===== config.mk =====
export PLATFORM = sky130hd
export DESIGN_NAME = burst_acct_mon
export DESIGN_NICKNAME = d
export VERILOG_FILES = /design/src/rtl/bam_pkg.sv /design/src/rtl/bam_sat_ctr.sv /design/src/rtl/bam_cfg_regs.sv /design/src/rtl/bam_idle_watch.sv /design/src/rtl/burst_acct_mon.sv
export SDC_FILE = /design/constraint.sdc
export NUM_CORES = 1
export LEC_CHECK = 0
export BUFFER_PORTS_ARGS = -buffer_cell sky130_fd_sc_hd__buf_2
export CAP_MARGIN = 20
export CORE_MARGIN = 5
export CORE_UTILIZATION = 40
export CTS_BUF_LIST = sky130_fd_sc_hd__clkbuf_8
export CTS_CLUSTER_SIZE = 14
export DETAILED_ROUTE_END_ITERATION = 10
export PLACE_DENSITY = 0.58
export SLEW_MARGIN = 30
export SYNTH_ARGS = -nofsm -noshare
export SYNTH_HDL_FRONTEND = slang
export SYNTH_HIERARCHICAL = 1
export SYNTH_SLANG_ARGS = --single-unit

===== constraint.sdc =====
create_clock -name clk -period 16 [get_ports clk]
set_clock_uncertainty 0.05 [all_clocks]
set_input_delay 3.2 -clock clk [delete_from_list [all_inputs] [get_ports clk]]
set_output_delay 3.2 -clock clk [all_outputs]
set_load 0.01 [all_outputs]

===== src/rtl/bam_pkg.sv =====
package bam_pkg;
  typedef enum logic [1:0] {
    SEL_RESV   = 2'd0,
    SEL_WINDOW = 2'd1,
    SEL_GAPTHR = 2'd2,
    SEL_CMD    = 2'd3
  } cfg_sel_e;

  localparam int CAUSE_W   = 4;
  localparam int CB_RESV   = 0;
  localparam int CB_WINDOW = 1;
  localparam int CB_GAP    = 2;
  localparam int CB_START  = 3;

  localparam int CMD_OPEN  = 0;
  localparam int CMD_CLEAR = 1;
endpackage


===== src/rtl/bam_sat_ctr.sv =====
module bam_sat_ctr #(
  parameter int W = 8
) (
  input  logic         clk,
  input  logic         rst_n,
  input  logic         clr,
  input  logic         en,
  input  logic [1:0]   inc,
  output logic [W-1:0] q,
  output logic [W-1:0] nxt
);
  localparam logic [W:0] TOP = {1'b0, {W{1'b1}}};

  logic [W:0] sum;

  always_comb begin
    sum = {1'b0, q} + {{(W-1){1'b0}}, inc};
    if (!en)           nxt = q;
    else if (sum > TOP) nxt = TOP[W-1:0];
    else                nxt = sum[W-1:0];
  end

  always_ff @(posedge clk or negedge rst_n) begin
    if (!rst_n)   q <= '0;
    else if (clr) q <= '0;
    else          q <= nxt;
  end

  // a full counter stays full until cleared
  assert_no_wrap_R11: assert property (@(posedge clk) disable iff (!rst_n)
    (q == {W{1'b1}} && !clr) |=> (q == {W{1'b1}}));
endmodule


===== src/rtl/bam_cfg_regs.sv =====
module bam_cfg_regs
  import bam_pkg::*;
#(
  parameter int DATA_W = 16,
  parameter int CNT_W  = 16,
  parameter int TIME_W = 16,
  parameter int GAP_W  = 8
) (
  input  logic              clk,
  input  logic              rst_n,
  input  logic              cfg_we,
  input  logic [1:0]        cfg_addr,
  input  logic [DATA_W-1:0] cfg_wdata,
  output logic [CNT_W-1:0]  resv,
  output logic [TIME_W-1:0] window,
  output logic [GAP_W-1:0]  gap_thr,
  output logic              open_req,
  output logic              clear_req
);
  cfg_sel_e sel;
  logic     unused_wdata_bits;

  assign sel               = cfg_sel_e'(cfg_addr);
  assign open_req          = cfg_we && (sel == SEL_CMD) && cfg_wdata[CMD_OPEN];
  assign clear_req         = cfg_we && (sel == SEL_CMD) && cfg_wdata[CMD_CLEAR];
  assign unused_wdata_bits = ^cfg_wdata;

  always_ff @(posedge clk or negedge rst_n) begin
    if (!rst_n) begin
      resv    <= '0;
      window  <= '0;
      gap_thr <= '0;
    end else if (cfg_we) begin
      case (sel)
        SEL_RESV:   resv    <= cfg_wdata[CNT_W-1:0];
        SEL_WINDOW: window  <= cfg_wdata[TIME_W-1:0];
        SEL_GAPTHR: gap_thr <= cfg_wdata[GAP_W-1:0];
        default: ;
      endcase
    end
  end
endmodule


===== src/rtl/bam_idle_watch.sv =====
module bam_idle_watch #(
  parameter int GAP_W = 8
) (
  input  logic             clk,
  input  logic             rst_n,
  input  logic             en,
  input  logic             busy,
  input  logic             clr,
  input  logic [GAP_W-1:0] thr,
  output logic             hit
);
  logic [GAP_W-1:0] run_q;
  logic [GAP_W-1:0] run_nxt;

  bam_sat_ctr #(.W(GAP_W)) u_run (
    .clk  (clk),
    .rst_n(rst_n),
    .clr  (clr || busy),
    .en   (en && !busy),
    .inc  (2'd1),
    .q    (run_q),
    .nxt  (run_nxt)
  );

  assign hit = en && !busy && (thr != '0) && (run_nxt >= thr);

  // an idle run never sits at or above a steady threshold
  assert_idle_bound_R7: assert property (@(posedge clk) disable iff (!rst_n)
    (en && thr != '0 && $stable(thr)) |-> (run_q < thr));
endmodule


===== src/rtl/burst_acct_mon.sv =====
module burst_acct_mon
  import bam_pkg::*;
#(
  parameter int DATA_W = 16,
  parameter int CNT_W  = 16,
  parameter int TIME_W = 16,
  parameter int GAP_W  = 8
) (
  input  logic              clk,
  input  logic              rst_n,
  input  logic              cfg_we,
  input  logic [1:0]        cfg_addr,
  input  logic [DATA_W-1:0] cfg_wdata,
  input  logic              txn_done,
  input  logic              bus_busy,
  output logic              irq,
  output logic              in_burst,
  output logic [CAUSE_W-1:0] cause,
  output logic [CNT_W-1:0]  txn_cnt,
  output logic [CNT_W-1:0]  gap_cnt,
  output logic [CNT_W-1:0]  comb_cnt,
  output logic [TIME_W-1:0] elapsed,
  output logic [TIME_W-1:0] busy_cyc
);
  localparam int NEV = 3;

  logic [CNT_W-1:0]  resv;
  logic [TIME_W-1:0] window;
  logic [GAP_W-1:0]  gap_thr;
  logic              open_req, clear_req;

  bam_cfg_regs #(.DATA_W(DATA_W), .CNT_W(CNT_W), .TIME_W(TIME_W), .GAP_W(GAP_W)) u_regs (
    .clk      (clk),
    .rst_n    (rst_n),
    .cfg_we   (cfg_we),
    .cfg_addr (cfg_addr),
    .cfg_wdata(cfg_wdata),
    .resv     (resv),
    .window   (window),
    .gap_thr  (gap_thr),
    .open_req (open_req),
    .clear_req(clear_req)
  );

  logic busy_q, open_q, irq_q;
  logic [CAUSE_W-1:0] cause_q;
  logic txn_hit, rise, ctr_clr, end_any;
  logic resv_hit, win_hit, gap_hit, start_det;

  assign txn_hit = open_q && txn_done;
  assign rise    = open_q && bus_busy && !busy_q;

  // event counters: 0 transactions, 1 gaps, 2 combined
  logic [1:0]       ev_inc [NEV];
  logic [CNT_W-1:0] ev_q   [NEV];
  logic [CNT_W-1:0] ev_nxt [NEV];

  assign ev_inc[0] = {1'b0, txn_hit};
  assign ev_inc[1] = {1'b0, rise};
  assign ev_inc[2] = {1'b0, txn_hit} + {1'b0, rise};

  generate
    for (genvar g = 0; g < NEV; g++) begin : g_ev
      bam_sat_ctr #(.W(CNT_W)) u_ctr (
        .clk  (clk),
        .rst_n(rst_n),
        .clr  (ctr_clr),
        .en   (open_q),
        .inc  (ev_inc[g]),
        .q    (ev_q[g]),
        .nxt  (ev_nxt[g])
      );
    end
  endgenerate

  logic [TIME_W-1:0] el_nxt;
  logic [TIME_W-1:0] busy_nxt_unused;

  bam_sat_ctr #(.W(TIME_W)) u_elapsed (
    .clk  (clk),
    .rst_n(rst_n),
    .clr  (ctr_clr),
    .en   (open_q),
    .inc  (2'd1),
    .q    (elapsed),
    .nxt  (el_nxt)
  );

  bam_sat_ctr #(.W(TIME_W)) u_busy (
    .clk  (clk),
    .rst_n(rst_n),
    .clr  (ctr_clr),
    .en   (open_q),
    .inc  ({1'b0, bus_busy}),
    .q    (busy_cyc),
    .nxt  (busy_nxt_unused)
  );

  bam_idle_watch #(.GAP_W(GAP_W)) u_idle (
    .clk  (clk),
    .rst_n(rst_n),
    .en   (open_q),
    .busy (bus_busy),
    .clr  (ctr_clr),
    .thr  (gap_thr),
    .hit  (gap_hit)
  );

  assign resv_hit  = open_q && (resv != '0) && (ev_nxt[2] >= resv);
  assign win_hit   = open_q && (window != '0) && (el_nxt >= window);
  assign end_any   = resv_hit || win_hit || gap_hit;
  assign ctr_clr   = !open_q || end_any;
  assign start_det = !open_q && (resv == '0) && txn_done;

  always_ff @(posedge clk or negedge rst_n) begin
    if (!rst_n) begin
      busy_q  <= 1'b0;
      open_q  <= 1'b0;
      irq_q   <= 1'b0;
      cause_q <= '0;
    end else begin
      busy_q <= bus_busy;
      if (end_any)       open_q <= 1'b0;
      else if (open_req) open_q <= 1'b1;
      irq_q   <= end_any || start_det;
      cause_q <= (clear_req ? '0 : cause_q) | {start_det, gap_hit, win_hit, resv_hit};
    end
  end

  assign irq      = irq_q;
  assign in_burst = open_q;
  assign cause    = cause_q;
  assign txn_cnt  = ev_q[0];
  assign gap_cnt  = ev_q[1];
  assign comb_cnt = ev_q[2];

  // closing a burst always pulses irq with a closing cause
  assert_close_pulse_R8: assert property (@(posedge clk) disable iff (!rst_n)
    $fell(open_q) |-> (irq_q && (cause_q[2:0] != '0)));

  // cause bits only drop after a clear command
  assert_cause_sticky_R8: assert property (@(posedge clk) disable iff (!rst_n)
    !clear_req |=> ((cause_q & $past(cause_q)) == $past(cause_q)));

  // counters are zero whenever no burst is open
  assert_idle_zero_R10: assert property (@(posedge clk) disable iff (!rst_n)
    !open_q |-> (txn_cnt == '0 && gap_cnt == '0 && comb_cnt == '0 &&
                 elapsed == '0 && busy_cyc == '0));

  // elapsed stays under a steady window
  assert_window_bound_R6: assert property (@(posedge clk) disable iff (!rst_n)
    (open_q && window != '0 && $stable(window)) |-> (elapsed < window));

  // start detection flags without opening a burst
  assert_start_detect_R9: assert property (@(posedge clk) disable iff (!rst_n)
    (!open_q && resv == '0 && txn_done && !open_req) |=> (irq_q && cause_q[CB_START] && !open_q));
endmodule


==> results.toml, run 1 <==
[outcome]
status = "complete, no violations"

[synthesis]
syn_avg_cell_area_sq_um = 10.7
netlist_area_sq_mm = 0.00898
yosys_warnings = 6
syn_inst = 840

[placed_design]
place_congestion = 0.794
numPortBuffers = 108
dp_hpwl_microns = 16100

[critical_path]
crit_type = "primary input to register"
worstPathCellList = "buf_2, nand2_1, nor2_1, ha_1, ha_1, fa_1, and4_1, and2_4, a21oi_1, o21ai_0, ha_1, and3_1, a221oi_1, o31a_1, a2bb2oi_1, o211ai_1, buf_4, or2_2, a211oi_1"
arrival_ns = 7.88
slowest_delay_ns = 0.47
critPathMostFrequentCell = "ha_1"
start_kind = "primary input"
slowest_stage = "or2_2"
crit_fanout = 58
critPathCaptureType = "register"
crit_required_ns = 16.30

[pwr]
power_density_mw_per_mm2 = 112
irDropWorstVdd_uv = 62.1
power.leakage_nw = 4.94

[cts]
path_clk_slew_ns = 0.08
cts_root_buf = "clkbuf_8"
cts_tree = "built"
cts_hold_buf = 0
htree_levels = 4
cts_sinks = 135
clk_latency_ns = 0.44
clk_path_buf_depth = 2
post-cts-setup-buffer-count = 0
numCtsBuffers = 17
cts_resized = 0

[drt]
wl_per_cell_microns = 17.6
vias_per_cell = 5.52
route.detailed.drc = 0
first_pass_iters = 4
num_vias = 6812
wl_microns = 21700
drtIter0Drc = 359
final_antenna_net_count = 0

[floorplanning]
num_rows = 54
io_pins = 109
core_sq_mm = 0.0220
dieWidth_microns = 160
die_height_microns = 160
initial_core_util_pct = 40.9
die_area_sq_mm = 0.0255

[sta]
maxSlewHeadroom_pct = 47.1
rsz0062_at_grt = "false"
fin_hold_ws_ns = 0.463
final_max_slew_viol_count = 0
worst_pin_slew_ns = 0.793
tns_ns = 0
max_freq_ghz = 0.132
hold_viol = 0
setup_violations = 0
fin_crit_ns = 7.58
period_share_pct = 47.4

[grt]
antenna_found_initial = 1
grtUsageTotal_pct = 17.2
grt_pass1_vias = 6935
gr-total-overflow = 0
grt_max_degree = 74
grt_pass1_wl_microns = 36500

[cells_and_area]
fillers = 2042
drive_above_1_share_pct = 29.6
register_area_sq_mm = 0.00338
area_growth_pct = 11.7
nets = 1024
diodes = 0
multi_input_comb_area_sq_mm = 0.00512

[job]
max_cap_viol_count = 0

[min_path]
hold_path.class = "register to register"
[path summary, 6_finish.rpt]
path / from / end / slack [ns] / depth (start not counted)
worst max-delay path: bus_busy / u_idle/u_run/q[6] / 8.42 / 19
worst min-delay path: cause[1] / cause[1] / 0.46 / 1
worst max register to register: in_burst / u_idle/u_run/q[6] / 10.18 / 19
worst min register to register: cause[1] / cause[1] / 0.46 / 1
max in group asynchronous: rst_n / in_burst / 12.06 / 2
min in group asynchronous: rst_n / g_ev[0].u_ctr/q[8] / 2.68 / 1
[report_power, final]
group          total (mW)  internal, mW  switching [mW]
Clock               0.279         0.139           0.140
Sequential          0.475         0.394          0.0809
Combinational       0.366         0.161           0.204
Total                1.12         0.694           0.425
[cells in the final DEF (no fill, tap or decap), drive strengths merged, types with 21 or more instances in the layout]
master and count:
clkbuf 21, nand3 40, ha 53, xor2 23
mux2 49, a21oi 73, nand4 40, nand2 58
inv 57, nor3 28, dfrtp 135, buf 112
[final cells by class]
class | instances | area share (%)
multi-input combinational | 620 | 51.1
sequential | 135 | 33.7
timing repair buffer | 112 | 5.79
tap | 280 | 3.50
clock buffer | 21 | 2.88
inverter | 56 | 2.10
clock inverter | 10 | 0.961
[metrics by stage]
stage	total power [mW]	cells	util, %	worst slack (ns)	cell area, sq um
floorplan	0.727	848	-	7.85	9010
global placement	0.841	1203	43.9	8.12	9630
detailed placement	0.849	1203	43.9	7.94	9630
CTS	1.13	1234	45.6	8.46	10000
global route	1.20	1234	45.6	8.05	10000
finish	1.12	1234	45.6	8.42	10000
[worst max-delay path, delay by kind of cell]
family,cells,cell delay [ns]
AOI/OAI and AO/OA,7,1.47
and+or+nand+nor,6,1.44
adders and majority gates,4,1.20
buffers and inverters,2,0.54
[state kept, by name (all words and copies together), names as in the netlist]
register	flops
u_idle/u_run/q	8
u_elapsed/q	16
u_regs/window	16
cause	4
u_busy/q	16
irq	1
busy_q	1
u_regs/gap_thr	8
u_regs/resv	16
in_burst	1
g_ev.u_ctr/q	48
[metal layers]
metal	global-route usage [%]	part of all wire, %	wire (microns)	vias to the layer above
met4	5.79	2.0	444	2
met3	3.38	4.3	928	24
li1	-	-	-	3284
met1	24.6	49	10500	3382
met2	26.4	45	9820	120
met5	0	0.032	7	-
Note: power is estimated with default switching activity, not from simulation.
==> run 2: changes to the inputs <==
==> constraint.sdc (replaced) <==
create_clock -name clk -period 7.8 [get_ports clk]
set_clock_uncertainty 0.05 [all_clocks]
set_input_delay 1.56 -clock clk [delete_from_list [all_inputs] [get_ports clk]]
set_output_delay 1.56 -clock clk [all_outputs]
set_load 0.01 [all_outputs]
==> results.toml, run 2 (same netlist as run 1, synthesis figures left out) <==
[outcome]
status = "complete, no violations"

[placed_design]
dp_hpwl_microns = 16000
numPortBuffers = 108
dp.cells = 1203
post-place-ws_ns = 1.45
postPlaceCellArea_sq_mm = 0.00963
place_congestion = 0.793

[floorplanning]
dieWidth_microns = 160
die_height_microns = 160
initial_core_util_pct = 40.9
num_rows = 54
core_sq_mm = 0.0220
die_area_sq_mm = 0.0255
io_pins = 109

[sta]
fin_hold_ws_ns = 0.450
tns_ns = 0
max_freq_ghz = 0.170
final_max_slew_viol_count = 0
worst_slack_ns = 1.92
period_share_pct = 75.4
worst_pin_slew_ns = 0.836
hold_viol = 0
fin_crit_ns = 5.88
maxSlewHeadroom_pct = 44.2
setup_violations = 0
rsz0062_at_grt = "false"

[cells_and_area]
area_growth_pct = 12.3
diodes = 0
largest_reg_flops = 48
postLayoutCoreUtil_pct = 45.9
largest_register = "g_ev.u_ctr/q"
nets = 1024
fin_cells = 1235
final_area_sq_mm = 0.0101
mostFrequentLayoutCell = "dfrtp_1"
drive_above_1_share_pct = 29.5
fillers = 2085
final_cell_mix = "dfrtp_1 (134), buf_2 (107), a21oi_1 (68)"

[min_path]
hold_path.class = "register to register"

[pwr]
irDropWorstVdd_uv = 149
finalPower_mw = 2.38
power_density_mw_per_mm2 = 236
power.leakage_nw = 4.98

[cts]
cts_sinks = 135
numCtsBuffers = 17
clk_latency_ns = 0.45
post-cts-setup-buffer-count = 0
cts_resized = 0
clk_path_buf_depth = 2
cts_hold_buf = 0
htree_levels = 4
cts_root_buf = "clkbuf_8"
cts_tree = "built"
path_clk_slew_ns = 0.08

[critical_path]
rrSetupSlack_ns = 2.53
crit_required_ns = 8.11
arrival_ns = 6.18
crit_type = "primary input to register"
crit_fanout = 58
critPathCaptureType = "register"
start_kind = "primary input"

[grt]
grt_pass1_vias = 6833
grt_pass1_wl_microns = 36100
antenna_found_initial = 1
gr-total-overflow = 0
grtUsageTotal_pct = 17.1
grt_max_degree = 74

[drt]
vias_per_cell = 5.49
route.detailed.drc = 0
drtIter0Drc = 447
first_pass_iters = 4
final_antenna_net_count = 0
wl_microns = 21800
wl_per_cell_microns = 17.7
num_vias = 6781

[job]
max_cap_viol_count = 0
## run 2: cell types whose count changed in the layout (fill, tap and decap cells not counted), sizes merged
cell and delta:
clkinv +1, clkinvlp -4, clkbuf -3, inv +4, bufinv +3
## run 2: final cells by class
class,count,area [sq um],area share [%]
inverters,56,210,2.09
flip-flops and latches,135,3380,33.5
repair buffers,112,581,5.76
clock inverters,14,195,1.94
multi-input cells,620,5120,50.8
well taps,280,350,3.48
clock buffers,18,248,2.46
## run 2: worst paths after layout
path / start / to / depth (start not counted)
setup / recovery: bus_busy / u_idle/u_run/q[6] / 19
hold / removal: cause[1] / cause[1] / 1
setup reg to reg: in_burst / u_idle/u_run/q[6] / 18
hold reg to reg: cause[1] / cause[1] / 1
max in group asynchronous: rst_n / in_burst / 2
min in group asynchronous: rst_n / g_ev[0].u_ctr/q[8] / 1
## run 2: per-layer routing
layer	share of wire, %	global-route usage [%]
met5	0.060	0
met4	1.2	4.26
met3	3.7	3.84
met2	45	26.7
met1	50	24.2
## run 2: critical path: stages
cell       delay, ns
buf_2           0.16
nand2_1         0.07
nor2_1          0.17
ha_1            0.26
ha_1            0.22
fa_1            0.41
and4_1          0.31
and2_4          0.24
a21oi_1         0.18
o21ai_0         0.12
ha_1            0.31
and3_1          0.17
a221oi_1        0.28
o31a_1          0.18
a2bb2oi_1       0.33
o211ai_1        0.17
buf_4           0.38
or2_2           0.47
a211oi_1        0.19
## run 2: power breakdown
part	internal, mW	leakage [nW]	switching (mW)	total (mW)
sequential	0.808	1.76	0.166	0.974
combinational	0.330	2.99	0.416	0.746
clock	0.360	0.230	0.297	0.657
==> run 3: changes to the inputs <==
--- a/config.mk
+++ b/config.mk
@@ -12,7 +12,7 @@
 export CTS_BUF_LIST = sky130_fd_sc_hd__clkbuf_8
 export CTS_CLUSTER_SIZE = 14
 export DETAILED_ROUTE_END_ITERATION = 10
-export PLACE_DENSITY = 0.58
+export PLACE_DENSITY = 0.61
 export SLEW_MARGIN = 30
 export SYNTH_ARGS = -nofsm -noshare
 export SYNTH_HDL_FRONTEND = slang
==> constraint.sdc (replaced) <==
create_clock -name clk -period 4.8 [get_ports clk]
set_clock_uncertainty 0.05 [all_clocks]
set_input_delay 0.96 -clock clk [delete_from_list [all_inputs] [get_ports clk]]
set_output_delay 0.96 -clock clk [all_outputs]
set_load 0.01 [all_outputs]
==> results.toml, run 3 (same netlist as run 1, synthesis figures left out) <==
[min_path]
hold_path.class = "register to register"
holdPathStages = 1
min_to = "cause[2]"
min_from = "cause[2]"

[cells_and_area]
nets = 1043
diodes = 0
drive_above_1_share_pct = 32.4
postLayoutCoreUtil_pct = 46.7
mostFrequentLayoutCell = "dfrtp_1"
final_area_sq_mm = 0.0103
final_cell_mix = "dfrtp_1 (134), buf_2 (107), a21oi_1 (67)"
largest_register = "g_ev.u_ctr/q"
area_growth_pct = 14.4
largest_reg_flops = 48

[outcome]
status = "complete, no violations"

[cts]
numCtsBuffers = 17
cts_hold_buf = 0
path_clk_slew_ns = 0.08
cts_sinks = 135
cts_root_buf = "clkbuf_8"
post-cts-setup-buffer-count = 0
cts_tree = "built"
htree_levels = 4
cts_resized = 0
clk_path_buf_depth = 2
clk_latency_ns = 0.45

[placed_design]
postPlaceCellArea_sq_mm = 0.00990
numPortBuffers = 108
dp_hpwl_microns = 15800
place_congestion = 0.817

[critical_path]
critPathTopFamily = "simple AND/OR/NAND/NOR gates"
arrival_ns = 4.76
rr_endpoint = "g_ev[2].u_ctr/q[14]"
worstRegToRegCells = 17
worstPathCellList = "buf_2, nand2_8, nor2_4, ha_4, ha_4, fa_2, and4_1, and2_4, a21oi_2, o21ai_2, ha_1, and3_4, nand2_1, o31a_1, a2bb2oi_2, o211ai_1, buf_4, and2b_1"
start_kind = "primary input"
slowest_stage = "buf_4"
slowest_delay_ns = 0.53
reg2reg_from = "in_burst"
critPathCaptureType = "register"
path_depth = 18
crit_fanout = 42
crit_type = "primary input to register"
path_buf_inv = 2
crit_required_ns = 5.08
critPathMostFrequentCell = "ha_4"
rrSetupSlack_ns = 0.52

[grt]
antenna_found_initial = 1
grtUsageTotal_pct = 16.7
grt_max_degree = 88
grt_pass1_vias = 6811
gr-total-overflow = 0
grt_pass1_wl_microns = 35400

[floorplanning]
io_pins = 109
num_rows = 54
die_height_microns = 160
initial_core_util_pct = 40.9
dieWidth_microns = 160
die_area_sq_mm = 0.0255
core_sq_mm = 0.0220

[pwr]
power_density_mw_per_mm2 = 363
power.leakage_nw = 5.05
irDropWorstVdd_uv = 244

[sta]
setup_violations = 0
rsz0062_at_grt = "false"
maxSlewHeadroom_pct = 44.7
fin_crit_ns = 4.47
hold_viol = 0
final_max_slew_viol_count = 0
fin_hold_ws_ns = 0.474
period_share_pct = 93.2
worst_pin_slew_ns = 0.830
max_freq_ghz = 0.223

[drt]
wl_microns = 21300
first_pass_iters = 4
drtIter0Drc = 253
route.detailed.drc = 0
vias_per_cell = 5.43
final_antenna_net_count = 0
num_vias = 6807
wl_per_cell_microns = 17.0

[job]
max_cap_viol_count = 0
-- run 3: cell count changes in the layout (fill, tap and decap cells not counted), moves of 2 or more --
cell	change
buf_4	+19
ha_1	-3
bufinv_16	-3
ha_4	+3
a211oi_2	+3
clkinv_4	+2
a211oi_1	-3
-- run 3: worst reg2reg max path, cell delays in order (launching register included) --
cell and delay (ns):
dfrtp_2 0.52, nand2_8 0.07, nor2_4 0.14, ha_4 0.22
ha_4 0.16, fa_2 0.37, and4_1 0.26, and2_4 0.19
a21oi_2 0.18, o21ai_2 0.08, ha_1 0.30, and3_4 0.18
nand2_1 0.05, o31a_1 0.30, a2bb2oi_2 0.14, o211ai_1 0.15
buf_4 0.53, and2b_1 0.27
-- run 3: worst max-delay path by stage --
stage | from | end | slack [ns]
finish | bus_busy | g_ev[2].u_ctr/q[14] | 0.33
global route | bus_busy | g_ev[2].u_ctr/q[14] | 0.13
CTS | bus_busy | g_ev[2].u_ctr/q[14] | 0.36
detailed placement | bus_busy | u_busy/q[8] | -0.15
global placement | bus_busy | g_ev[2].u_ctr/q[8] | -0.06
floorplan | bus_busy | u_idle/u_run/q[2] | -0.82
-- run 3: per-layer routing --
layer	share of wire, %	global-route usage, %	vias up
met5	0.033	0	-
met4	0.68	4.18	2
met3	3.6	3.45	10
met2	49	27.6	135
met1	47	22.4	3332
li1	-	-	3328
-- run 3: cell type report --
class | instances | area (sq um)
Fill cell | 2082 | 11700
Timing Repair Buffer | 131 | 732
Sequential cell | 135 | 3380
Inverter | 56 | 210
Multi-Input combinational cell | 620 | 5230
Tap cell | 280 | 350
Clock inverter | 15 | 130
Clock buffer | 17 | 234
-- run 3: through the flow --
stage	std cells	setup WS (ns)	total power, mW	setup TNS (ns)
2_1_floorplan	848	-0.817	2.46	-40.74
3_3_place_gp	1222	-0.0632	2.84	-0.377
3_5_place_dp	1222	-0.147	2.87	-1.38
4_1_cts	1254	0.358	3.78	0
5_1_grt	1254	0.125	4.02	0
6_report	1254	0.326	3.73	0
-- run 3: power breakdown --
part	internal, mW	total, mW	switching [mW]
Clock	0.411	0.888	0.478
Sequential	1.31	1.56	0.248
Combinational	0.581	1.28	0.695
Total	2.31	3.73	1.42
